$ cat config.mk
export PLATFORM = sky130hd
export DESIGN_NAME = ivr_resolver
export DESIGN_NICKNAME = d
export VERILOG_FILES = /design/src/rtl/ivr_pkg.sv /design/src/rtl/ivr_capture.sv /design/src/rtl/ivr_qualify.sv /design/src/rtl/ivr_pick.sv /design/src/rtl/ivr_vecmap.sv /design/src/rtl/ivr_resolver.sv
export SDC_FILE = /design/constraint.sdc
export NUM_CORES = 1
export LEC_CHECK = 0
export BUFFER_PORTS_ARGS = -buffer_cell sky130_fd_sc_hd__buf_2
export CAP_MARGIN = 20
export CORE_MARGIN = 2
export CORE_UTILIZATION = 51
export DETAILED_ROUTE_END_ITERATION = 7
export HOLD_SLACK_MARGIN = 0.08
export PLACE_DENSITY = 0.9
export SLEW_MARGIN = 0
export SYNTH_ARGS = -nofsm -noshare
export SYNTH_HDL_FRONTEND = slang
export SYNTH_HIERARCHICAL = 1
export SYNTH_SLANG_ARGS = --single-unit
$ cat constraint.sdc
create_clock -name clk -period 5.1 [get_ports clk]
set_input_delay 1.02 -clock clk [delete_from_list [all_inputs] [get_ports clk]]
set_output_delay 1.02 -clock clk [all_outputs]
set_load 0.03 [all_outputs]
$ cat src/rtl/ivr_pkg.sv
package ivr_pkg;

   localparam int FIXED_LEVELS = 5;

   typedef enum int {
      LVL_RESET    = 0,
      LVL_CLKMON   = 1,
      LVL_WATCHDOG = 2,
      LVL_NMI      = 3,
      LVL_EXTPIN   = 4
   } fixed_lvl_e;

   localparam logic [15:0] VEC_RESET      = 16'hFFFE;
   localparam logic [15:0] VEC_CLKMON     = 16'hFFFC;
   localparam logic [15:0] VEC_WATCHDOG   = 16'hFFFA;
   localparam logic [15:0] VEC_ILLOP      = 16'hFFF8;
   localparam logic [15:0] VEC_SWTRAP     = 16'hFFF6;
   localparam logic [15:0] VEC_NMI        = 16'hFFF4;
   localparam logic [15:0] VEC_EXTPIN     = 16'hFFF2;
   localparam logic [15:0] VEC_PERIPH_TOP = 16'hFFF0;
   localparam int          VEC_STEP       = 2;

   function automatic logic [15:0] periph_vector(input int k);
      return VEC_PERIPH_TOP - 16'(VEC_STEP * k);
   endfunction

   function automatic logic [15:0] fixed_vector(input int lvl);
      logic [15:0] v;
      case (lvl)
         LVL_RESET:    v = VEC_RESET;
         LVL_CLKMON:   v = VEC_CLKMON;
         LVL_WATCHDOG: v = VEC_WATCHDOG;
         LVL_NMI:      v = VEC_NMI;
         default:      v = VEC_EXTPIN;
      endcase
      return v;
   endfunction

endpackage

$ cat src/rtl/ivr_capture.sv
module ivr_capture #(
   parameter int W         = 8,
   parameter bit REGISTER  = 1'b1
) (
   input  logic         clk,
   input  logic         rst_n,
   input  logic [W-1:0] d,
   output logic [W-1:0] q
);

   generate
      if (REGISTER) begin : g_reg
         always_ff @(posedge clk or negedge rst_n) begin
            if (!rst_n) q <= '0;
            else        q <= d;
         end
      end else begin : g_pass
         logic unused_clk;
         assign unused_clk = clk;
         assign q = rst_n ? d : '0;
      end
   endgenerate

endmodule

$ cat src/rtl/ivr_qualify.sv
module ivr_qualify
   import ivr_pkg::*;
#(
   parameter int NUM_PERIPH = 12,
   localparam int NLEV      = FIXED_LEVELS + NUM_PERIPH
) (
   input  logic                  rst_cause,
   input  logic                  cmf_req,
   input  logic                  cmf_en,
   input  logic                  cop_req,
   input  logic                  cop_off,
   input  logic                  xirq_req,
   input  logic                  x_mask,
   input  logic                  irq_req,
   input  logic                  i_mask,
   input  logic [NUM_PERIPH-1:0] periph_req,
   input  logic [NUM_PERIPH-1:0] periph_en,
   output logic [NLEV-1:0]       elig
);

   assign elig[LVL_RESET]    = rst_cause;
   assign elig[LVL_CLKMON]   = cmf_req & cmf_en;
   assign elig[LVL_WATCHDOG] = cop_req & ~cop_off;
   assign elig[LVL_NMI]      = xirq_req & ~x_mask;
   assign elig[LVL_EXTPIN]   = irq_req & ~i_mask;

   generate
      for (genvar k = 0; k < NUM_PERIPH; k++) begin : g_periph
         assign elig[FIXED_LEVELS + k] = periph_req[k] & periph_en[k] & ~i_mask;
      end
   endgenerate

endmodule

$ cat src/rtl/ivr_pick.sv
module ivr_pick #(
   parameter int N   = 17,
   localparam int IW = (N > 1) ? $clog2(N) : 1
) (
   input  logic [N-1:0]  req,
   output logic [N-1:0]  grant,
   output logic [IW-1:0] idx,
   output logic          any
);

   logic [N:0] taken;
   assign taken[0] = 1'b0;

   generate
      for (genvar i = 0; i < N; i++) begin : g_chain
         assign grant[i]   = req[i] & ~taken[i];
         assign taken[i+1] = taken[i] | req[i];
      end
   endgenerate

   assign any = taken[N];

   always_comb begin
      idx = '0;
      for (int i = 0; i < N; i++) begin
         if (grant[i]) idx = idx | IW'(i);
      end
   end

endmodule

$ cat src/rtl/ivr_vecmap.sv
module ivr_vecmap
   import ivr_pkg::*;
#(
   parameter int NLEV   = 17,
   parameter int ADDR_W = 16,
   localparam int IW    = (NLEV > 1) ? $clog2(NLEV) : 1
) (
   input  logic [IW-1:0]     idx,
   input  logic              any,
   output logic [ADDR_W-1:0] addr
);

   logic [15:0] raw;

   always_comb begin
      if (int'(idx) < FIXED_LEVELS) raw = fixed_vector(int'(idx));
      else                          raw = periph_vector(int'(idx) - FIXED_LEVELS);
   end

   assign addr = any ? ADDR_W'(raw) : '0;

endmodule

$ cat src/rtl/ivr_resolver.sv
module ivr_resolver
   import ivr_pkg::*;
#(
   parameter int NUM_PERIPH = 12,
   parameter int ADDR_W     = 16,
   parameter bit IN_REG     = 1'b1
) (
   input  logic                  clk,
   input  logic                  rst_n,
   input  logic                  rst_cause,
   input  logic                  cmf_req,
   input  logic                  cmf_en,
   input  logic                  cop_req,
   input  logic                  cop_off,
   input  logic                  xirq_req,
   input  logic                  x_mask,
   input  logic                  irq_req,
   input  logic                  i_mask,
   input  logic [NUM_PERIPH-1:0] periph_req,
   input  logic [NUM_PERIPH-1:0] periph_en,
   output logic                  vec_valid,
   output logic [ADDR_W-1:0]     vec_addr
);

   localparam int NLEV  = FIXED_LEVELS + NUM_PERIPH;
   localparam int IW    = $clog2(NLEV);
   localparam int CAP_W = 9 + 2 * NUM_PERIPH;

   generate
      if (NUM_PERIPH < 1 || NUM_PERIPH > 24) begin : g_bad_periph
         $error("ivr_resolver: NUM_PERIPH must lie in 1..24");
      end
      if (ADDR_W < 16) begin : g_bad_addr
         $error("ivr_resolver: ADDR_W must be at least 16");
      end
   endgenerate

   logic [CAP_W-1:0] cap_d, cap_q;

   assign cap_d = {periph_en, periph_req, i_mask, irq_req, x_mask, xirq_req,
                   cop_off, cop_req, cmf_en, cmf_req, rst_cause};

   ivr_capture #(.W(CAP_W), .REGISTER(IN_REG)) i_capture (
      .clk   (clk),
      .rst_n (rst_n),
      .d     (cap_d),
      .q     (cap_q)
   );

   logic [NLEV-1:0] elig;

   ivr_qualify #(.NUM_PERIPH(NUM_PERIPH)) i_qualify (
      .rst_cause  (cap_q[0]),
      .cmf_req    (cap_q[1]),
      .cmf_en     (cap_q[2]),
      .cop_req    (cap_q[3]),
      .cop_off    (cap_q[4]),
      .xirq_req   (cap_q[5]),
      .x_mask     (cap_q[6]),
      .irq_req    (cap_q[7]),
      .i_mask     (cap_q[8]),
      .periph_req (cap_q[9 +: NUM_PERIPH]),
      .periph_en  (cap_q[9 + NUM_PERIPH +: NUM_PERIPH]),
      .elig       (elig)
   );

   logic [NLEV-1:0] grant;
   logic [IW-1:0]   win_idx;
   logic            win_any;

   ivr_pick #(.N(NLEV)) i_pick (
      .req   (elig),
      .grant (grant),
      .idx   (win_idx),
      .any   (win_any)
   );

   logic unused_grant;
   assign unused_grant = ^grant;

   ivr_vecmap #(.NLEV(NLEV), .ADDR_W(ADDR_W)) i_vecmap (
      .idx  (win_idx),
      .any  (win_any),
      .addr (vec_addr)
   );

   assign vec_valid = win_any;

endmodule

==> impl_metrics.tcl <==
set metrics [dict create \
    hold_path.class "in2async" \
    gp_congestion 0.898 \
    ir_worst_vdd_v 0.000244 \
    cts_tree "done" \
    vias_per_cell 5.26 \
    rows 20 \
    final.min_clock_period_ns 4.62 \
    regMostFlops "i_capture/q" \
    cts-resized-gates 0 \
    postLayoutCoreUtil_pct 61.8 \
    diodes 0 \
    drt-wirelength-per-cell_um 12.0 \
    synth_area_um2 1680 \
    grt_pass1_vias 1034 \
    core_um2 3100 \
    clock_sinks 33 \
    vias 1235 \
    fin_nets 230 \
    fmax_mhz 217 \
    hpwlAfterDp_mm 2.24 \
    ioPinCount 52 \
    clkSlewWorstSetupHoldPaths_ns 0.09 \
    drv_cap 0 \
    cp-start-kind "flip-flop" \
    cp.arrival_ns 3.60 \
    setup_viol 0 \
    drc 0 \
    cts_setup_buffers 0 \
    synth_cells 148 \
    rsz0062_at_grt "false" \
    post-route-period-util_pct 90.5 \
    syn-num-nets 188 \
    required_ns 4.08 \
    die_width_um 61.4 \
    worstSetupEndpointType "primary output" \
    grt_overflow_total 0 \
    clock-root-buffer "clkbuf_4" \
    port-buffer-count 50 \
    cts_buffers 5 \
    finalSetupTns_ns 0 \
    final_hold_viol_count 0 \
    grt_max_degree 34 \
    ant_nets 0 \
    initial_core_util_pct 54.1 \
    antenna_found_initial 0 \
    finalMaxSlewViolations 0 \
    dieArea_um2 3760 \
    path_max_fanout 13 \
    yosysWarningCount 6 \
    reg_top3 "i_capture/q: 33 flops" \
    n_fill_cell 272 \
    drt-total-wl_mm 2.83 \
    drt_iter0_markers 54 \
    max-slew-margin-rel_pct 37.4 \
    h-tree-depth 2 \
    p_leak_nw 0.878 \
    cts_hold_buf 0 \
    syn_to_final_growth_pct 14.2 \
    synth.avg_cell_area_um2 11.3 \
    grt_pass1_wl_mm 4.35 \
    pwr_density_cell_nw_per_um2 279 \
    first_pass_iters 5 \
    largest_reg_flops 33 \
    clk_path_buf_depth 2 \
    crit_type "reg2out" \
    drive_above_1_share_pct 34.0 \
    status "complete, no violations" \
    die_h_um 61.4 \
    gr-usage-all-layers_pct 16.0 \
    worstMarginPinSlew_ns 0.934 \
    fin_hold_ws_ns 0.722 \
    finalPower_mw 0.534 \
]
## where the power goes
group,leakage [nW],switching [mW],internal (mW),total [mW]
Sequential,0.385,0.00430,0.274,0.279
Clock,0.0265,0.0736,0.0549,0.128
Combinational,0.467,0.0796,0.0475,0.127
Total,0.878,0.157,0.377,0.534
## worst paths after layout
kind / start / end
setup / recovery: i_capture/q[8] / vec_addr[14]
hold / removal: rst_n / i_capture/q[14]
max in group asynchronous: rst_n / i_capture/q[19]
min in group clk: periph_en[10] / i_capture/q[31]
## cell type report
class                      instances  area [um2]  share of cell area, %
clock buffer                       8        48.8                   2.55
inverter                           8        30.0                   1.57
timing repair buffer              51         258                   13.4
sequential                        33         826                   43.1
tap                               44        55.1                   2.87
multi-input combinational         91         699                   36.5
## cells in the final DEF (no fill, tap or decap), drive strengths merged, types with 3 or more instances in the layout
cell     n
buf     51
dfrtp   33
and3b   13
nor2    11
inv      8
clkbuf   8
o21ai    6
nand3    5
ha       5
a21oi    4
nor2b    4
nor3     4
nor4     4
nand2b   3
xnor2    3
## metal layers
metal  vias up  share of wire (%)  global-route usage, %
met3         8                6.9                   5.46
met5         -                  0                      0
li1        596                  -                      -
met1       574                 42                   20.4
met4         0                2.1                   7.90
met2        57                 48                   24.6
## critical path, stage by stage, from the launching register on
cell and delay, ns:
dfrtp_1 0.51, and3b_1 0.26, nor4_2 0.44, nand3_1 0.16, o32ai_1 0.39, inv_1 0.20, ha_1 0.37, nand2b_1 0.24
o41a_1 0.49, buf_2 0.22
## stage by stage
stage	instances	area [um2]	setup WS [ns]
after CTS	235	1920	0.457
after global routing	235	1920	0.190
final	235	1920	0.484
after detailed placement	227	1870	0.832
after floorplan	148	1680	0.525
after global placement	227	1870	0.975
Power figures use the tool's default switching activity.
